**config.mk**
```make
export PLATFORM = sky130hd
export DESIGN_NAME = txep_dbuf_fifo
export DESIGN_NICKNAME = d
export VERILOG_FILES = /design/src/rtl/txep_pkg.sv /design/src/rtl/txep_pkt_ram.sv /design/src/rtl/txep_slot_ctrl.sv /design/src/rtl/txep_csr.sv /design/src/rtl/txep_dbuf_fifo.sv
export SDC_FILE = /design/constraint.sdc
export NUM_CORES = 1
export LEC_CHECK = 0
export ABC_AREA = 1
export BUFFER_PORTS_ARGS = -buffer_cell sky130_fd_sc_hd__buf_4
export CORE_MARGIN = 3
export CORE_UTILIZATION = 45
export DETAILED_ROUTE_END_ITERATION = 16
export GPL_TIMING_DRIVEN = 1
export HOLD_SLACK_MARGIN = 0.06
export PLACE_DENSITY = 0.68
export SETUP_SLACK_MARGIN = 0.4
export SLEW_MARGIN = 5
export SYNTH_ARGS = -nofsm -noshare
export SYNTH_HDL_FRONTEND = slang
export SYNTH_SLANG_ARGS = --single-unit
```
**constraint.sdc**
```tcl
create_clock -name clk -period 3.3 [get_ports clk]
set_input_delay 0.66 -clock clk [delete_from_list [all_inputs] [get_ports clk]]
set_output_delay 0.66 -clock clk [all_outputs]
set_load 0.005 [all_outputs]
```
**src/rtl/txep_pkg.sv**
```systemverilog
package txep_pkg;
   localparam int unsigned CTL_COMMIT = 0;
   localparam int unsigned CTL_DROP   = 1;
   localparam int unsigned CTL_NE     = 2;
   localparam int unsigned EV_IRQ     = 0;
   localparam int unsigned EV_BAD     = 1;

   typedef enum logic {
      RA_CTRL   = 1'b0,
      RA_EVENTS = 1'b1
   } reg_sel_e;

   typedef struct packed {
      logic commit;
      logic drop;
      logic clr_irq;
      logic clr_bad;
   } cmd_t;
endpackage

```
**src/rtl/txep_pkt_ram.sv**
```systemverilog
module txep_pkt_ram #(
   parameter int DW        = 8,
   parameter int PKT_BYTES = 64,
   parameter int NSLOT     = 2,
   localparam int PW       = $clog2(PKT_BYTES)
) (
   input  logic          clk,
   input  logic          wr_en,
   input  logic          wr_slot,
   input  logic [PW-1:0] wr_addr,
   input  logic [DW-1:0] wr_data,
   input  logic          rd_slot,
   input  logic [PW-1:0] rd_addr,
   output logic [DW-1:0] rd_data
);
   logic [DW-1:0] bank_out [NSLOT];

   for (genvar s = 0; s < NSLOT; s++) begin : g_bank
      logic [DW-1:0] store [PKT_BYTES];
      always_ff @(posedge clk) begin
         if (wr_en && (wr_slot == 1'(s))) store[wr_addr] <= wr_data;
      end
      assign bank_out[s] = store[rd_addr];
   end

   assign rd_data = bank_out[rd_slot];
endmodule

```
**src/rtl/txep_slot_ctrl.sv**
```systemverilog
module txep_slot_ctrl #(
   parameter int PKT_BYTES = 64,
   localparam int CW       = $clog2(PKT_BYTES + 1),
   localparam int PW       = $clog2(PKT_BYTES)
) (
   input  logic          clk,
   input  logic          rst_n,
   input  logic          cfg_dbl_en,
   input  logic          cmd_commit,
   input  logic          cmd_drop,
   input  logic          byte_wr,
   input  logic          lnk_rd,
   input  logic          lnk_done,
   output logic          pkt_rdy,
   output logic          load_busy,
   output logic          ev_irq,
   output logic          ev_bad,
   output logic          wr_en,
   output logic          wr_slot,
   output logic [PW-1:0] wr_addr,
   output logic          rd_slot,
   output logic [PW-1:0] rd_addr,
   output logic          lnk_avail,
   output logic [CW-1:0] lnk_len
);
   localparam logic [CW-1:0] FULL_LEN = CW'(PKT_BYTES);

   logic               cfg_q;
   logic               rd_q;
   logic [1:0]         nc_q;
   logic [CW-1:0]      rptr_q;
   logic [1:0][CW-1:0] cnt_q;
   logic [1:0][CW-1:0] cnt_d;

   logic          cfg_chg, done_ok, rd1, ld0, ld1, newest, has_room;
   logic [1:0]    cap, n1, nc_d;
   logic          commit_ok, abort_ok, drop_ok, drop_bad, bw_ok;
   logic [CW-1:0] ld_base, rptr_d;

   // next-state arithmetic: link completion applies first, CPU command second
   always_comb begin
      cfg_chg  = (cfg_dbl_en != cfg_q);
      cap      = cfg_q ? 2'd2 : 2'd1;
      done_ok  = lnk_done && (nc_q != 2'd0);
      rd1      = (done_ok && cfg_q) ? ~rd_q : rd_q;
      n1       = nc_q - {1'b0, done_ok};
      has_room = (n1 < cap);
      ld0      = cfg_q ? (rd_q ^ nc_q[0]) : 1'b0;
      ld1      = cfg_q ? (rd1 ^ n1[0]) : 1'b0;
      newest   = cfg_q ? (rd1 ^ n1[1]) : 1'b0;
      ld_base  = (done_ok && (ld1 == rd_q)) ? '0 : cnt_q[ld1];

      abort_ok  = cmd_commit && cmd_drop && has_room;
      commit_ok = cmd_commit && !cmd_drop && has_room;
      drop_ok   = cmd_drop && !cmd_commit && (n1 != 2'd0);
      drop_bad  = cmd_drop && !cmd_commit && (n1 == 2'd0);
      bw_ok     = byte_wr && has_room && !cmd_drop && (ld_base < FULL_LEN);

      nc_d = n1 + {1'b0, commit_ok} - {1'b0, drop_ok};

      if (done_ok || (drop_ok && (n1 == 2'd1)))
         rptr_d = '0;
      else if (lnk_rd && (nc_q != 2'd0) && (rptr_q < cnt_q[rd_q]))
         rptr_d = rptr_q + CW'(1);
      else
         rptr_d = rptr_q;
   end

   for (genvar s = 0; s < 2; s++) begin : g_len
      always_comb begin
         cnt_d[s] = cnt_q[s];
         if (done_ok && (rd_q == 1'(s)))                        cnt_d[s] = '0;
         if (bw_ok && (ld1 == 1'(s)))                           cnt_d[s] = cnt_d[s] + CW'(1);
         if (abort_ok && (ld1 == 1'(s)))                        cnt_d[s] = '0;
         if (drop_ok && (newest == 1'(s)))                      cnt_d[s] = '0;
         if (drop_ok && has_room && (ld1 == 1'(s)))             cnt_d[s] = '0;
      end

      always_ff @(posedge clk or negedge rst_n) begin
         if (!rst_n)       cnt_q[s] <= '0;
         else if (cfg_chg) cnt_q[s] <= '0;
         else              cnt_q[s] <= cnt_d[s];
      end
   end

   always_ff @(posedge clk or negedge rst_n) begin
      if (!rst_n) begin
         cfg_q  <= 1'b0;
         rd_q   <= 1'b0;
         nc_q   <= 2'd0;
         rptr_q <= '0;
      end else if (cfg_chg) begin
         cfg_q  <= cfg_dbl_en;
         rd_q   <= 1'b0;
         nc_q   <= 2'd0;
         rptr_q <= '0;
      end else begin
         rd_q   <= rd1;
         nc_q   <= nc_d;
         rptr_q <= rptr_d;
      end
   end

   assign pkt_rdy   = (nc_q != 2'd0);
   assign load_busy = (nc_q < cap) && (cnt_q[ld0] != '0);
   assign ev_irq    = !cfg_chg && (drop_ok || abort_ok || done_ok);
   assign ev_bad    = !cfg_chg && drop_bad;
   assign wr_en     = bw_ok && !cfg_chg;
   assign wr_slot   = ld1;
   assign wr_addr   = ld_base[PW-1:0];
   assign rd_slot   = rd_q;
   assign rd_addr   = rptr_q[PW-1:0];
   assign lnk_avail = pkt_rdy;
   assign lnk_len   = pkt_rdy ? cnt_q[rd_q] : '0;

   p_fill_bound_r4: assert property (@(posedge clk) disable iff (!rst_n)
      nc_q <= (cfg_q ? 2'd2 : 2'd1));

   p_len_ceiling_r3: assert property (@(posedge clk) disable iff (!rst_n)
      (cnt_q[0] <= FULL_LEN) && (cnt_q[1] <= FULL_LEN));

   p_commit_shows_r2: assert property (@(posedge clk) disable iff (!rst_n)
      (cmd_commit && !cmd_drop && !lnk_done && (nc_q == 2'd0) && (cfg_dbl_en == cfg_q))
      |=> lnk_avail);

   p_one_per_drop_r6: assert property (@(posedge clk) disable iff (!rst_n)
      (cmd_drop && !cmd_commit && !lnk_done && (nc_q != 2'd0) && (cfg_dbl_en == cfg_q))
      |=> (nc_q == $past(nc_q) - 2'd1));

   p_bad_drop_inert_r8: assert property (@(posedge clk) disable iff (!rst_n)
      (cmd_drop && !cmd_commit && !lnk_done && (nc_q == 2'd0) && (cfg_dbl_en == cfg_q))
      |=> ((nc_q == 2'd0) && $stable(cnt_q)));

   p_mode_wipe_r12: assert property (@(posedge clk) disable iff (!rst_n)
      (cfg_dbl_en != cfg_q) |=> ((nc_q == 2'd0) && (cnt_q == '0)));
endmodule

```
**src/rtl/txep_csr.sv**
```systemverilog
module txep_csr
   import txep_pkg::*;
#(
   parameter int DW = 8
) (
   input  logic          clk,
   input  logic          rst_n,
   input  logic          reg_wr,
   input  logic          reg_addr,
   input  logic [DW-1:0] reg_wdata,
   input  logic          pkt_rdy,
   input  logic          load_busy,
   input  logic          ev_irq,
   input  logic          ev_bad,
   output logic          cmd_commit,
   output logic          cmd_drop,
   output logic [DW-1:0] reg_rdata,
   output logic          irq
);
   cmd_t     cmd;
   reg_sel_e sel;
   logic     irq_q, bad_q, ne_raw;

   always_comb begin
      sel         = reg_sel_e'(reg_addr);
      cmd.commit  = reg_wr && (sel == RA_CTRL)   && reg_wdata[CTL_COMMIT];
      cmd.drop    = reg_wr && (sel == RA_CTRL)   && reg_wdata[CTL_DROP];
      cmd.clr_irq = reg_wr && (sel == RA_EVENTS) && reg_wdata[EV_IRQ];
      cmd.clr_bad = reg_wr && (sel == RA_EVENTS) && reg_wdata[EV_BAD];
   end

   always_ff @(posedge clk or negedge rst_n) begin
      if (!rst_n) begin
         irq_q <= 1'b0;
         bad_q <= 1'b0;
      end else begin
         irq_q <= ev_irq || (irq_q && !cmd.clr_irq);
         bad_q <= ev_bad || (bad_q && !cmd.clr_bad);
      end
   end

   // not-empty is only meaningful with a committed packet present
   assign ne_raw = pkt_rdy || load_busy;

   always_comb begin
      reg_rdata = '0;
      if (sel == RA_CTRL) begin
         reg_rdata[CTL_COMMIT] = pkt_rdy;
         reg_rdata[CTL_NE]     = pkt_rdy && ne_raw;
      end else begin
         reg_rdata[EV_IRQ] = irq_q;
         reg_rdata[EV_BAD] = bad_q;
      end
   end

   assign cmd_commit = cmd.commit;
   assign cmd_drop   = cmd.drop;
   assign irq        = irq_q;

   p_irq_held_r11: assert property (@(posedge clk) disable iff (!rst_n)
      (irq && !cmd.clr_irq) |=> irq);

   p_ne_masked_r9: assert property (@(posedge clk) disable iff (!rst_n)
      ((sel == RA_CTRL) && !reg_rdata[CTL_COMMIT]) |-> !reg_rdata[CTL_NE]);

   p_drop_reads_zero_r11: assert property (@(posedge clk) disable iff (!rst_n)
      (sel == RA_CTRL) |-> !reg_rdata[CTL_DROP]);

   p_bad_quiet_r8: assert property (@(posedge clk) disable iff (!rst_n)
      ev_bad |-> !ev_irq);
endmodule

```
**src/rtl/txep_dbuf_fifo.sv**
```systemverilog
module txep_dbuf_fifo #(
   parameter int DW        = 8,
   parameter int PKT_BYTES = 64,
   localparam int CW       = $clog2(PKT_BYTES + 1),
   localparam int PW       = $clog2(PKT_BYTES)
) (
   input  logic          clk,
   input  logic          rst_n,
   input  logic          cfg_dbl_en,
   input  logic          reg_wr,
   input  logic          reg_addr,
   input  logic [DW-1:0] reg_wdata,
   output logic [DW-1:0] reg_rdata,
   input  logic          byte_wr,
   input  logic [DW-1:0] byte_data,
   output logic          lnk_avail,
   output logic [CW-1:0] lnk_len,
   output logic [DW-1:0] lnk_data,
   input  logic          lnk_rd,
   input  logic          lnk_done,
   output logic          irq
);
   if (PKT_BYTES < 2) begin : g_chk_depth
      $error("PKT_BYTES must be at least 2");
   end
   if (DW < 3) begin : g_chk_width
      $error("DW must hold the three control bits");
   end

   logic          cmd_commit, cmd_drop;
   logic          pkt_rdy, load_busy, ev_irq, ev_bad;
   logic          wr_en, wr_slot, rd_slot;
   logic [PW-1:0] wr_addr, rd_addr;

   txep_csr #(.DW(DW)) u_csr (
      .clk        (clk),
      .rst_n      (rst_n),
      .reg_wr     (reg_wr),
      .reg_addr   (reg_addr),
      .reg_wdata  (reg_wdata),
      .pkt_rdy    (pkt_rdy),
      .load_busy  (load_busy),
      .ev_irq     (ev_irq),
      .ev_bad     (ev_bad),
      .cmd_commit (cmd_commit),
      .cmd_drop   (cmd_drop),
      .reg_rdata  (reg_rdata),
      .irq        (irq)
   );

   txep_slot_ctrl #(.PKT_BYTES(PKT_BYTES)) u_ctrl (
      .clk        (clk),
      .rst_n      (rst_n),
      .cfg_dbl_en (cfg_dbl_en),
      .cmd_commit (cmd_commit),
      .cmd_drop   (cmd_drop),
      .byte_wr    (byte_wr),
      .lnk_rd     (lnk_rd),
      .lnk_done   (lnk_done),
      .pkt_rdy    (pkt_rdy),
      .load_busy  (load_busy),
      .ev_irq     (ev_irq),
      .ev_bad     (ev_bad),
      .wr_en      (wr_en),
      .wr_slot    (wr_slot),
      .wr_addr    (wr_addr),
      .rd_slot    (rd_slot),
      .rd_addr    (rd_addr),
      .lnk_avail  (lnk_avail),
      .lnk_len    (lnk_len)
   );

   txep_pkt_ram #(.DW(DW), .PKT_BYTES(PKT_BYTES), .NSLOT(2)) u_ram (
      .clk     (clk),
      .wr_en   (wr_en),
      .wr_slot (wr_slot),
      .wr_addr (wr_addr),
      .wr_data (byte_data),
      .rd_slot (rd_slot),
      .rd_addr (rd_addr),
      .rd_data (lnk_data)
   );
endmodule

```
==> results.toml <==
[status]
outcome = "complete, but fails checks"
violations = "negative setup slack"

[flow_run]
maxCapViolCount = 0

[clocking]
cts_tree = "yes"
clock_sinks = 1051
clk_pin_slew_worst_paths_ns = 0.06
cts_root_buffer_type = "sky130_fd_sc_hd__clkbuf_16"
worstSkewPairLatency_ns = 0.71
numCtsBuffers = 106
cts.path.max_buffers = 3
clock_tree.htree_level_count = 3

[setup_path]
end_kind = "output port"
cp_data_arrival_time_ns = 3.11
critPathLaunchType = "flop"
path_class = "reg2out"
critPathMaxFanout = 10
ff2ff_path_depth = 12
worst_ep_required_time_ns = 2.64
r2r_setup_slack_ns = 0.22
crit-reg2reg-launch = "u_ctrl.nc_q[1]$_DFF_PN0_"
critical_path.reg2reg.endpoint = "u_ram.g_bank[1].store[37][0]$_DFFE_PP_"
startpoint = "u_ctrl.rptr_q[0]$_DFFE_PN0P_"

[synth]
synthFlopType = "sky130_fd_sc_hd__edfxtp_1"
synth_cells = 3758
ys_warn_count = 0
syn-mean-instance-area_um2 = 11.7
asyncSetResetFlopFracSynth = 0.0257
synth-edff-count = 1024
synth.cell_area_um2 = 43800
synth_top_cells_by_count = "sky130_fd_sc_hd__edfxtp_1 (1024), sky130_fd_sc_hd__nand2_1 (638), sky130_fd_sc_hd__nor2_1 (618)"
simple_gate_share_of_the_synthesized_area = 0.153
portion_of_netlist_area_occupied_by_mux_cells = 0
combinational_family_with_the_most_area_after_synthesis = "simple AND/OR/NAND/NOR gates"
synth_top_cell_area_share = 0.701
synthAdderAreaFrac = 0.00371
ys_ff_latch = 1051
synth.distinct_cells = 41
seq_area_frac_synth = 0.717
yosysTopAreaCell = "sky130_fd_sc_hd__edfxtp_1"
synth_compound_gate_area_share = 0.0933
synth-xor-area-share = 0.00140
synthMostInstantiatedCell = "sky130_fd_sc_hd__edfxtp_1"
synth.area.top_cells = "sky130_fd_sc_hd__edfxtp_1 (70%), sky130_fd_sc_hd__o21ai_0 (5.5%), sky130_fd_sc_hd__nand2_1 (5.5%)"

[power]
total_power_mw = 43.2
static-leakage-power_nw = 18.8
ir_worst_vdd_v = 0.000616
power.density_nw_per_um2 = 790

[die]
die_area_um2 = 101000
fp.coreArea_um2 = 95900
fp-row-count = 113
top_level_ports = 49
die_height_um = 318
initial_utilization = 0.457
die_w_um = 318

[sta]
peak_freq_mhz = 265
worstMarginPinSlew_ns = 0.965
final.period_utilization = 1.14
final.hold.worst_slack_ns = 0.135
layout_setup_ws_ns = -0.474
maxSlewHeadroom = 0.357
min_period_ns = 3.77
hold_viol_final = 0
setup-violations-final = 8
slew_violations = 0
finClkSkew_ns = 0.0527
unrepaired_setup_endpoints_after_global_routing = "true"
totalNegativeSetupSlack_ns = -3.34

[grt]
track_usage = 0.229
global_route.overflow_total = 0
largest_net_degree_at_the_start_of_global_routing = 76
grt_antenna_before_repair = 1
vias_in_the_first_global_route = 28461
grt_first_pass_wirelength_mm = 178

[final_layout]
finalNonFillerCells = 5283
post_route_cells_drive_above_1_share = 0.208
antenna_cells_inserted = 0
areaGrowthSynthToFinish_pct = 24.7
finalNetCount = 3973

[placement]
gp_congestion = 0.931
dpl_worst_slack_ns = -0.0694
post_detail_place_hpwl_mm = 69.5
numPlacedInstances = 4956
port-buffer-count = 37

[worst_hold_path]
number_of_stages_on_the_worst_hold_path = 1
hold_class = "in2reg"
hold_start = "cfg_dbl_en"
worstHoldEndpoint = "u_ctrl.cfg_q$_DFFE_PN0N_"

[drt]
drt_first_pass_iters = 8
detailroute.via_count = 31296
drt_wl_total_mm = 127
initialDrtViolationCount = 4069
avgRoutedWirePerCell_um = 24.1
antenna_left = 0
viasPerCell = 5.92
route.detailed.drc = 0
-- how the worst max path moves through the flow --
stage	end	depth (start not counted)
after floorplan	u_ram.g_bank[1].store[10][0]$_DFFE_PP_	12
after global placement	u_ram.g_bank[1].store[21][5]$_DFFE_PP_	13
after detailed placement	u_ram.g_bank[1].store[21][2]$_DFFE_PP_	13
after CTS	lnk_data[0]	13
after global routing	lnk_data[2]	15
final	lnk_data[2]	15
-- power breakdown --
group | switching [mW] | total, mW | internal (mW)
combinational | 10.1 | 16.2 | 6.09
clock | 5.09 | 12.0 | 6.94
sequential | 0.124 | 14.9 | 14.8
-- sequential cells by signal, summed over array words and instances, names as in the netlist --
signal and cells:
u_ctrl.cfg_q 1, u_ctrl.nc_q 2, u_ctrl.rd_slot 1, u_ctrl.rptr_q 7, u_ram.g_bank.store 1024, u_ctrl.cnt_q 14
u_csr.bad_q 1, u_csr.irq 1
-- metal layers --
| layer | vias up | GRT usage | routed length [um] |
|---|---|---|---|
| met5 | - | 0 | 0 |
| met3 | 266 | 0.0442 | 13700 |
| met2 | 1882 | 0.349 | 57800 |
| met4 | 0 | 0.0798 | 4930 |
| met1 | 15311 | 0.331 | 50800 |
| li1 | 13837 | - | - |
-- cell type report --
cell class                 instances  area (um^2)
inverter                          83          344
clock buffer                     128         2780
clock inverter                    62          684
tap                             1265         1580
multi-input combinational       2374        12800
sequential                      1051        31400
fill                            7323        41200
timing repair buffer             320         4990
-- metrics by stage --
step | util | instance area, um^2
after floorplan | - | 44900
after global placement | 0.495 | 47500
after detailed placement | 0.495 | 47500
after CTS | 0.545 | 52200
after global routing | 0.570 | 54700
final | 0.570 | 54700
-- logic make-up (layout without fill, tap and decap cells) --
logic type / after synthesis / after routing
DFF: 1051 / 1051
adders and majority gates: 13 / 13
and+or+nand+nor: 1597 / 1597
AOI/OAI and AO/OA: 752 / 752
buffers and inverters: 337 / 593
xor gates and xnor gates: 7 / 7
other: 1 / 5
-- cells in the final DEF, fill, tap and decap left out, types with 5 or more instances in the layout --
cell type,Yosys,routed
sky130_fd_sc_hd__buf_6,3,31
sky130_fd_sc_hd__o21ai_0,484,448
sky130_fd_sc_hd__clkbuf_16,0,135
sky130_fd_sc_hd__nor2_2,3,6
sky130_fd_sc_hd__o21ai_1,2,35
sky130_fd_sc_hd__nand3_2,10,45
sky130_fd_sc_hd__nor2_1,618,489
sky130_fd_sc_hd__bufinv_16,0,12
sky130_fd_sc_hd__o22ai_1,224,216
sky130_fd_sc_hd__dfrtp_1,27,22
sky130_fd_sc_hd__clkinv_2,0,19
sky130_fd_sc_hd__ha_1,13,11
sky130_fd_sc_hd__nand2_4,3,32
sky130_fd_sc_hd__nor3_1,9,9
sky130_fd_sc_hd__inv_2,4,6
sky130_fd_sc_hd__nor2_4,17,143
sky130_fd_sc_hd__edfxtp_1,1024,1024
sky130_fd_sc_hd__inv_1,78,71
sky130_fd_sc_hd__a21oi_1,33,32
sky130_fd_sc_hd__nand2_1,638,532
sky130_fd_sc_hd__nand3_4,2,10
sky130_fd_sc_hd__buf_4,16,123
sky130_fd_sc_hd__nand2_2,13,89
sky130_fd_sc_hd__clkinv_1,1,22
sky130_fd_sc_hd__nand3_1,259,216
sky130_fd_sc_hd__o22ai_2,0,8
sky130_fd_sc_hd__buf_8,0,9
sky130_fd_sc_hd__buf_12,0,91
sky130_fd_sc_hd__nand4_1,19,19
sky130_fd_sc_hd__clkbuf_1,170,20
sky130_fd_sc_hd__bufbuf_16,0,5
sky130_fd_sc_hd__buf_16,0,33
sky130_fd_sc_hd__conb_1,1,5
-- worst max-delay path: stages, from the launching register on --
cell                        delay, ns
sky130_fd_sc_hd__dfrtp_4         0.58
sky130_fd_sc_hd__inv_12          0.17
sky130_fd_sc_hd__buf_16          0.20
sky130_fd_sc_hd__buf_12          0.12
sky130_fd_sc_hd__clkbuf_16       0.15
sky130_fd_sc_hd__o21ai_0         0.11
sky130_fd_sc_hd__o22ai_1         0.22
sky130_fd_sc_hd__nand2_1         0.11
sky130_fd_sc_hd__nand3_2         0.11
sky130_fd_sc_hd__nand2_1         0.07
sky130_fd_sc_hd__nand2_1         0.07
sky130_fd_sc_hd__nand3_2         0.08
sky130_fd_sc_hd__nand2_1         0.10
sky130_fd_sc_hd__nand2_2         0.07
sky130_fd_sc_hd__nand2_4         0.12
sky130_fd_sc_hd__buf_4           0.12
-- repair_timing --
action / in CTS / in global routing
resized for setup: 85 / 281
setup endpoints to repair: 1024 / 1032
hold endpoints to repair: 27 / 0
hold buffers: 1 / 0
cloned: 13 / 31
setup buffers: 44 / 48
pin swaps: 36 / 155
(Power assumes the default switching activity.)
